**config.mk**
```make
export PLATFORM = sky130hd
export DESIGN_NAME = lvl_catch
export DESIGN_NICKNAME = d
export VERILOG_FILES = /design/src/rtl/lvl_catch_pkg.sv /design/src/rtl/lvl_catch_edge.sv /design/src/rtl/lvl_catch_arb.sv /design/src/rtl/lvl_catch_ctrl.sv /design/src/rtl/lvl_catch.sv
export SDC_FILE = /design/constraint.sdc
export NUM_CORES = 1
export LEC_CHECK = 0
export BUFFER_PORTS_ARGS = -buffer_cell sky130_fd_sc_hd__buf_2
export CAP_MARGIN = 20
export CELL_PAD_IN_SITES_DETAIL_PLACEMENT = 0
export CELL_PAD_IN_SITES_GLOBAL_PLACEMENT = 1
export CORE_MARGIN = 1
export CORE_UTILIZATION = 37
export DETAILED_ROUTE_END_ITERATION = 16
export PLACE_DENSITY_LB_ADDON = 0.25
export SYNTH_ARGS = -nofsm -noshare
export SYNTH_HDL_FRONTEND = slang
export SYNTH_HIERARCHICAL = 1
export SYNTH_SLANG_ARGS = --single-unit
export TNS_END_PERCENT = 5
```
**constraint.sdc**
```tcl
create_clock -name clk -period 2 [get_ports clk]
set_input_delay 0.1 -clock clk [delete_from_list [all_inputs] [get_ports clk]]
set_output_delay 0.1 -clock clk [all_outputs]
set_load 0.02 [all_outputs]
```
**src/rtl/lvl_catch_pkg.sv**
```systemverilog
package lvl_catch_pkg;
  localparam int MODE_W = 3;
  localparam int ST_W   = 3;

  typedef enum logic [MODE_W-1:0] {
    M_HIGH  = 3'd0,
    M_LOW   = 3'd1,
    M_HILO  = 3'd2,
    M_CANHI = 3'd3,
    M_RISE  = 3'd4,
    M_FALL  = 3'd5,
    M_ARB   = 3'd6,
    M_ARB2  = 3'd7
  } mode_e;

  typedef enum logic [ST_W-1:0] {
    S_IDLE = 3'd0,
    S_WAIT = 3'd1,
    S_DONE = 3'd2,
    S_WLOW = 3'd3,
    S_REL  = 3'd4
  } state_e;
endpackage

```
**src/rtl/lvl_catch_edge.sv**
```systemverilog
// Edge qualifier: arms once the sensor shows the level an edge starts from,
// then fires when the opposite level follows, while the wait is active.
module lvl_catch_edge #(
  parameter bit RISING = 1'b1
) (
  input  logic clk,
  input  logic rst_n,
  input  logic clear,
  input  logic active,
  input  logic sense,
  output logic fire
);
  logic armed;
  logic start_lvl;
  logic end_lvl;

  generate
    if (RISING) begin : g_rise
      assign start_lvl = ~sense;
      assign end_lvl   = sense;
    end else begin : g_fall
      assign start_lvl = sense;
      assign end_lvl   = ~sense;
    end
  endgenerate

  always_ff @(posedge clk) begin
    if (!rst_n)                   armed <= 1'b0;
    else if (clear)               armed <= 1'b0;
    else if (active && start_lvl) armed <= 1'b1;
  end

  assign fire = active & armed & end_lvl;
endmodule

```
**src/rtl/lvl_catch_arb.sv**
```systemverilog
// Two-input pick with a fixed tie-break.
module lvl_catch_arb #(
  parameter bit PRIO_A = 1'b1
) (
  input  logic in_a,
  input  logic in_b,
  output logic pick_a,
  output logic pick_b,
  output logic any
);
  generate
    if (PRIO_A) begin : g_prio_a
      assign pick_a = in_a;
      assign pick_b = in_b & ~in_a;
    end else begin : g_prio_b
      assign pick_a = in_a & ~in_b;
      assign pick_b = in_b;
    end
  endgenerate

  assign any = in_a | in_b;
endmodule

```
**src/rtl/lvl_catch_ctrl.sv**
```systemverilog
// Handshake sequencer: accepts a request, latches the mode, resolves the
// event (or a cancel) and runs the release phase the mode asks for.
module lvl_catch_ctrl
  import lvl_catch_pkg::*;
(
  input  logic              clk,
  input  logic              rst_n,
  input  logic [MODE_W-1:0] mode,
  input  logic              req,
  input  logic              cancel,
  input  logic              sense_a,
  input  logic              sense_b,
  input  logic              rise_fire,
  input  logic              fall_fire,
  input  logic              pick_a,
  input  logic              pick_b,
  input  logic              any,
  output logic [MODE_W-1:0] mode_q,
  output logic              waiting,
  output logic              ack,
  output logic              seen,
  output logic              win_a,
  output logic              win_b
);
  state_e st;
  mode_e  md;
  logic   fire;
  logic   is_arb;
  logic   winner_low;

  assign md      = mode_e'(mode_q);
  assign waiting = (st == S_WAIT);
  assign is_arb  = (md == M_ARB) || (md == M_ARB2);

  always_comb begin
    unique case (md)
      M_HIGH, M_HILO, M_CANHI: fire = sense_a;
      M_LOW:                   fire = ~sense_a;
      M_RISE:                  fire = rise_fire;
      M_FALL:                  fire = fall_fire;
      default:                 fire = any;
    endcase
  end

  assign winner_low = (win_a && !sense_a) || (win_b && !sense_b);

  always_ff @(posedge clk) begin
    if (!rst_n) begin
      st     <= S_IDLE;
      mode_q <= M_HIGH;
      ack    <= 1'b0;
      seen   <= 1'b0;
      win_a  <= 1'b0;
      win_b  <= 1'b0;
    end else begin
      unique case (st)
        S_IDLE: begin
          if (req) begin
            mode_q <= mode;
            st     <= S_WAIT;
          end
        end
        S_WAIT: begin
          if (fire) begin
            st   <= S_DONE;
            ack  <= 1'b1;
            seen <= 1'b1;
            if (is_arb) begin
              win_a <= pick_a;
              win_b <= pick_b;
            end
          end else if (cancel && md == M_CANHI) begin
            st   <= S_DONE;
            ack  <= 1'b1;
            seen <= 1'b0;
          end else if (!req) begin
            st <= S_IDLE;
          end
        end
        S_DONE: begin
          if (!req) begin
            if (md == M_HILO) begin
              st <= S_WLOW;
            end else if (md == M_ARB2) begin
              st <= S_REL;
            end else begin
              st    <= S_IDLE;
              ack   <= 1'b0;
              seen  <= 1'b0;
              win_a <= 1'b0;
              win_b <= 1'b0;
            end
          end
        end
        S_WLOW: begin
          if (!sense_a) begin
            st   <= S_IDLE;
            ack  <= 1'b0;
            seen <= 1'b0;
          end
        end
        S_REL: begin
          if (winner_low) begin
            st    <= S_IDLE;
            ack   <= 1'b0;
            seen  <= 1'b0;
            win_a <= 1'b0;
            win_b <= 1'b0;
          end
        end
        default: st <= S_IDLE;
      endcase
    end
  end
endmodule

```
**src/rtl/lvl_catch.sv**
```systemverilog
module lvl_catch
  import lvl_catch_pkg::*;
#(
  parameter bit ARB_PRIO_A = 1'b1
) (
  input  logic       clk,
  input  logic       rst_n,
  input  logic [2:0] mode,
  input  logic       req,
  input  logic       cancel,
  input  logic       sense_a,
  input  logic       sense_b,
  output logic       ack,
  output logic       seen,
  output logic       win_a,
  output logic       win_b
);
  localparam int N_EDGE = 2;

  logic [MODE_W-1:0] mode_q;
  logic              waiting;
  logic [N_EDGE-1:0] edge_fire;
  logic [N_EDGE-1:0] edge_active;
  logic              pick_a, pick_b, any;

  // index 0: rising-edge unit, index 1: falling-edge unit
  generate
    for (genvar p = 0; p < N_EDGE; p++) begin : g_edge
      assign edge_active[p] = waiting &&
        (mode_q == ((p == 0) ? MODE_W'(M_RISE) : MODE_W'(M_FALL)));
      lvl_catch_edge #(.RISING(p == 0)) u_edge (
        .clk    (clk),
        .rst_n  (rst_n),
        .clear  (~waiting),
        .active (edge_active[p]),
        .sense  (sense_a),
        .fire   (edge_fire[p])
      );
    end
  endgenerate

  lvl_catch_arb #(.PRIO_A(ARB_PRIO_A)) u_arb (
    .in_a   (sense_a),
    .in_b   (sense_b),
    .pick_a (pick_a),
    .pick_b (pick_b),
    .any    (any)
  );

  lvl_catch_ctrl u_ctrl (
    .clk       (clk),
    .rst_n     (rst_n),
    .mode      (mode),
    .req       (req),
    .cancel    (cancel),
    .sense_a   (sense_a),
    .sense_b   (sense_b),
    .rise_fire (edge_fire[0]),
    .fall_fire (edge_fire[1]),
    .pick_a    (pick_a),
    .pick_b    (pick_b),
    .any       (any),
    .mode_q    (mode_q),
    .waiting   (waiting),
    .ack       (ack),
    .seen      (seen),
    .win_a     (win_a),
    .win_b     (win_b)
  );
endmodule

```
==> key figures <==
Synthesis
  • Synth Register Bits: 12
  • Syn Inst Count: 104
  • Synth unique cells: 49
  • Ys async rst share: 0
  • Top post-synthesis cells by area: dfxtp_1, mux2i_1, nor2b_1
  • Synth top area share: 0.273
  • Syn Nets: 113
  • Cell taking the most area after synthesis: dfxtp_1
  • Warnings from Yosys: 6
  • Post-Syn Area: 881 µm²
  • Post-synth EDFFs: 0
  • Top FF cell, synth: dfxtp_1
  • Avg Cell Area, Syn: 8.47 µm²
  • Sequential cell area fraction in the yosys report: 0.273

STA
  • Slew headroom: 0.643
  • Final setup fails: 0
  • Final Skew: 0.00131 ns
  • Min cycle time layout: 1.84 ns
  • Achievable Freq: 543 MHz
  • Final hold vios: 0
  • Final Max Slew Viols: 0
  • Slew @ Worst Pin: 0.534 ns
  • Fin crit share: 0.921
  • RSZ-0062 raised after global routing: yes
  • Total Neg Setup Slack: 0 ns
  • Fin worst setup slack: 0.158 ns

Min path
  • Worst Hold Path Cells: 3
  • Hold path start: mode[1]
  • Hold WC Path Type: input port to flop
  • WHS Endpoint: u_ctrl/mode_q[1]$_SDFFE_PN0P_

CTS
  • Clk buf depth: 2
  • Hold-fix buffers, CTS: 0
  • CTS Buf Count: 3
  • CTS Root Cell: clkbuf_4
  • Clock slew at reported path FFs: 0.08 ns
  • CTS tree: built
  • # clock sinks: 12
  • Worst skew pair latency: 0.28 ns
  • H-Tree Depth: 1

Global route
  • Overall Global Routing Usage: 0.192
  • Total gr overflow: 0
  • Initial antenna violation count: 0
  • First-pass GRT wire length: 3.71 mm
  • Number of global-route vias before repair: 824
  • Pin count of the biggest net entering global routing: 14

Floorplanning
  • Ports: 13
  • Core box area: 2230 µm²
  • DIE HEIGHT: 50.8 µm
  • Die area: 2580 µm²
  • Initial Utilization: 0.394
  • Die span in x: 50.8 µm
  • FP Rows: 17

Setup path
  • Reg-to-reg critical path endpoint: u_ctrl/st[1]$_SDFFE_PN0P_
  • Worst reg-to-reg setup slack: 0.16 ns
  • Worst r2r src: u_ctrl/st[2]$_SDFFE_PN0P_
  • CP Cell Sequence: or3b_4 > inv_4 > and4bb_2 > and3_2 > mux2i_1 > a22oi_2 > o211ai_1 > a211oi_2
  • Critical Path Start Type: flop
  • WP buf/inv: 1
  • Crit end category: flop
  • Critical Path AT: 2.05 ns
  • Worst r2r path cells: 8
  • Crit path kind: flop to flop
  • Slowest CP cell: or3b_4
  • Worst path max stage delay: 0.41 ns
  • Worst path top cell family by delay: simple AND/OR/NAND/NOR gates
  • CP max FO: 4
  • CP required: 2.21 ns

Route
  • Vias per cell: 5.59
  • Vias: 821
  • Residual DRC count: 0
  • Final WL: 2.06 mm
  • Post-DRT Antenna Nets: 0
  • Initial DRT Pass Iterations: 4
  • Routed wire per std cell: 14.0 µm
  • Initial drt markers: 19

Outcome
  • Status: complete, no violations

Flow run
  • Max cap viols: 0

Finish
  • Final Cell Area: 1020 µm²
  • Antenna fix cells: 0
  • Area grow syn2layout: 16.3%
  • Nets: 129
  • Final core utilization: 0.459
  • Share of post-route cells with drive strength above 1: 0.294

Pwr
  • Power after layout: 1.13 mW
  • Maximum vdd drop: 486 µV
  • Power Density: 1110 nW/µm²
  • Leak: 0.451 nW

Placement
  • Total placed instance area: 981 µm²
  • Place WS: 0.0690 ns
  • Placer Congestion: 0.767
  • Detailed placement HPWL: 1.56 mm
  • PortBufs: 12
-- sequential cells by signal, summed over array words and instances, names as in the netlist --
signal	count
g_edge.u_edge/armed	2
u_ctrl/mode_q	3
u_ctrl/win_b	1
u_ctrl/seen	1
u_ctrl/ack	1
u_ctrl/win_a	1
u_ctrl/st	3
-- tightest hold or removal path: cells and delay by family --
| family | cells | cell delay [ns] |
|---|---|---|
| AOI/OAI and AO/OA | 1 | 0.05 |
| and+or+nand+nor | 1 | 0.08 |
| buffers and inverters | 1 | 0.07 |
-- cell usage after synthesis (2+ instances only) --
cell	number
buf_2	4
nand4_1	2
a21oi_1	3
buf_4	2
nand3_1	6
o21bai_1	2
o22ai_1	2
a211o_1	2
xor2_1	2
o21ai_1	2
dfxtp_1	12
nor3b_2	2
mux2i_1	7
nand2_1	7
nor2b_1	6
inv_1	4
nor2_1	7
-- worst max path at each step --
stage	start	to	slack [ns]	cells past startpoint
2_1_floorplan	u_ctrl/st[1]$_SDFFE_PN0P_	u_ctrl/st[1]$_SDFFE_PN0P_	0.001	9
3_3_place_gp	u_ctrl/st[0]$_SDFFE_PN0P_	u_ctrl/st[1]$_SDFFE_PN0P_	0.09	8
3_5_place_dp	u_ctrl/st[0]$_SDFFE_PN0P_	u_ctrl/st[1]$_SDFFE_PN0P_	0.07	8
4_1_cts	u_ctrl/st[0]$_SDFFE_PN0P_	u_ctrl/st[1]$_SDFFE_PN0P_	0.04	8
5_1_grt	u_ctrl/st[2]$_SDFFE_PN0P_	u_ctrl/st[1]$_SDFFE_PN0P_	-0.003	8
6_report	u_ctrl/st[2]$_SDFFE_PN0P_	u_ctrl/st[1]$_SDFFE_PN0P_	0.16	8
-- cells by family after synthesis --
| logic type | after synthesis | share of synthesized area |
|---|---|---|
| mux | 7 | 0.0795 |
| xor+xnor | 3 | 0.0298 |
| buf+inv | 13 | 0.0781 |
| flops | 12 | 0.273 |
| simple gates | 45 | 0.337 |
| compound gates | 24 | 0.203 |
-- placed cells by master, fill, tap and decap left out, drive strengths merged, types with 3 or more instances in the layout --
cell type and count:
buf 19, dfxtp 12, nand2 7, nor2 7, mux2i 7, nor2b 6
nand3 6, inv 5, clkbuf 4, a21oi 3, nor3b 3, o21ai 3
-- metrics by stage --
stage / hold slack, ns / instances
final: 0.0561 / 147
after global routing: 0.0784 / 147
after CTS: 0.0576 / 147
after detailed placement: 0.336 / 143
after global placement: 0.333 / 143
after floorplan: 0.239 / 104
-- cell type report --
type,instances,area (µm²)
tap,28,35.0
clock buffer,4,36.3
multi-input combinational,79,577
sequential,12,243
inverter,5,21.3
timing repair buffer,19,113
fill,229,1210
-- power by group --
| part | internal (mW) | switching [mW] | total (mW) |
|---|---|---|---|
| clock network | 0.111 | 0.0871 | 0.198 |
| logic | 0.278 | 0.331 | 0.610 |
| registers | 0.291 | 0.0354 | 0.327 |
-- per-layer routing --
| layer | track usage | up-vias | routed length, µm | part of all wire |
|---|---|---|---|---|
| li1 | - | 408 | - | - |
| met1 | 0.243 | 395 | 976 | 0.47 |
| met2 | 0.322 | 14 | 985 | 0.48 |
| met3 | 0.0303 | 4 | 67 | 0.033 |
| met4 | 0.0741 | 0 | 27 | 0.013 |
| met5 | 0 | - | 0 | 0 |
-- what timing repair did --
item                                    4_1_cts  5_1_grt
endpoints found under the setup margin        0        2
gates resized for setup                       0        3
buffers inserted                              0        0
(Power assumes the default switching activity.)
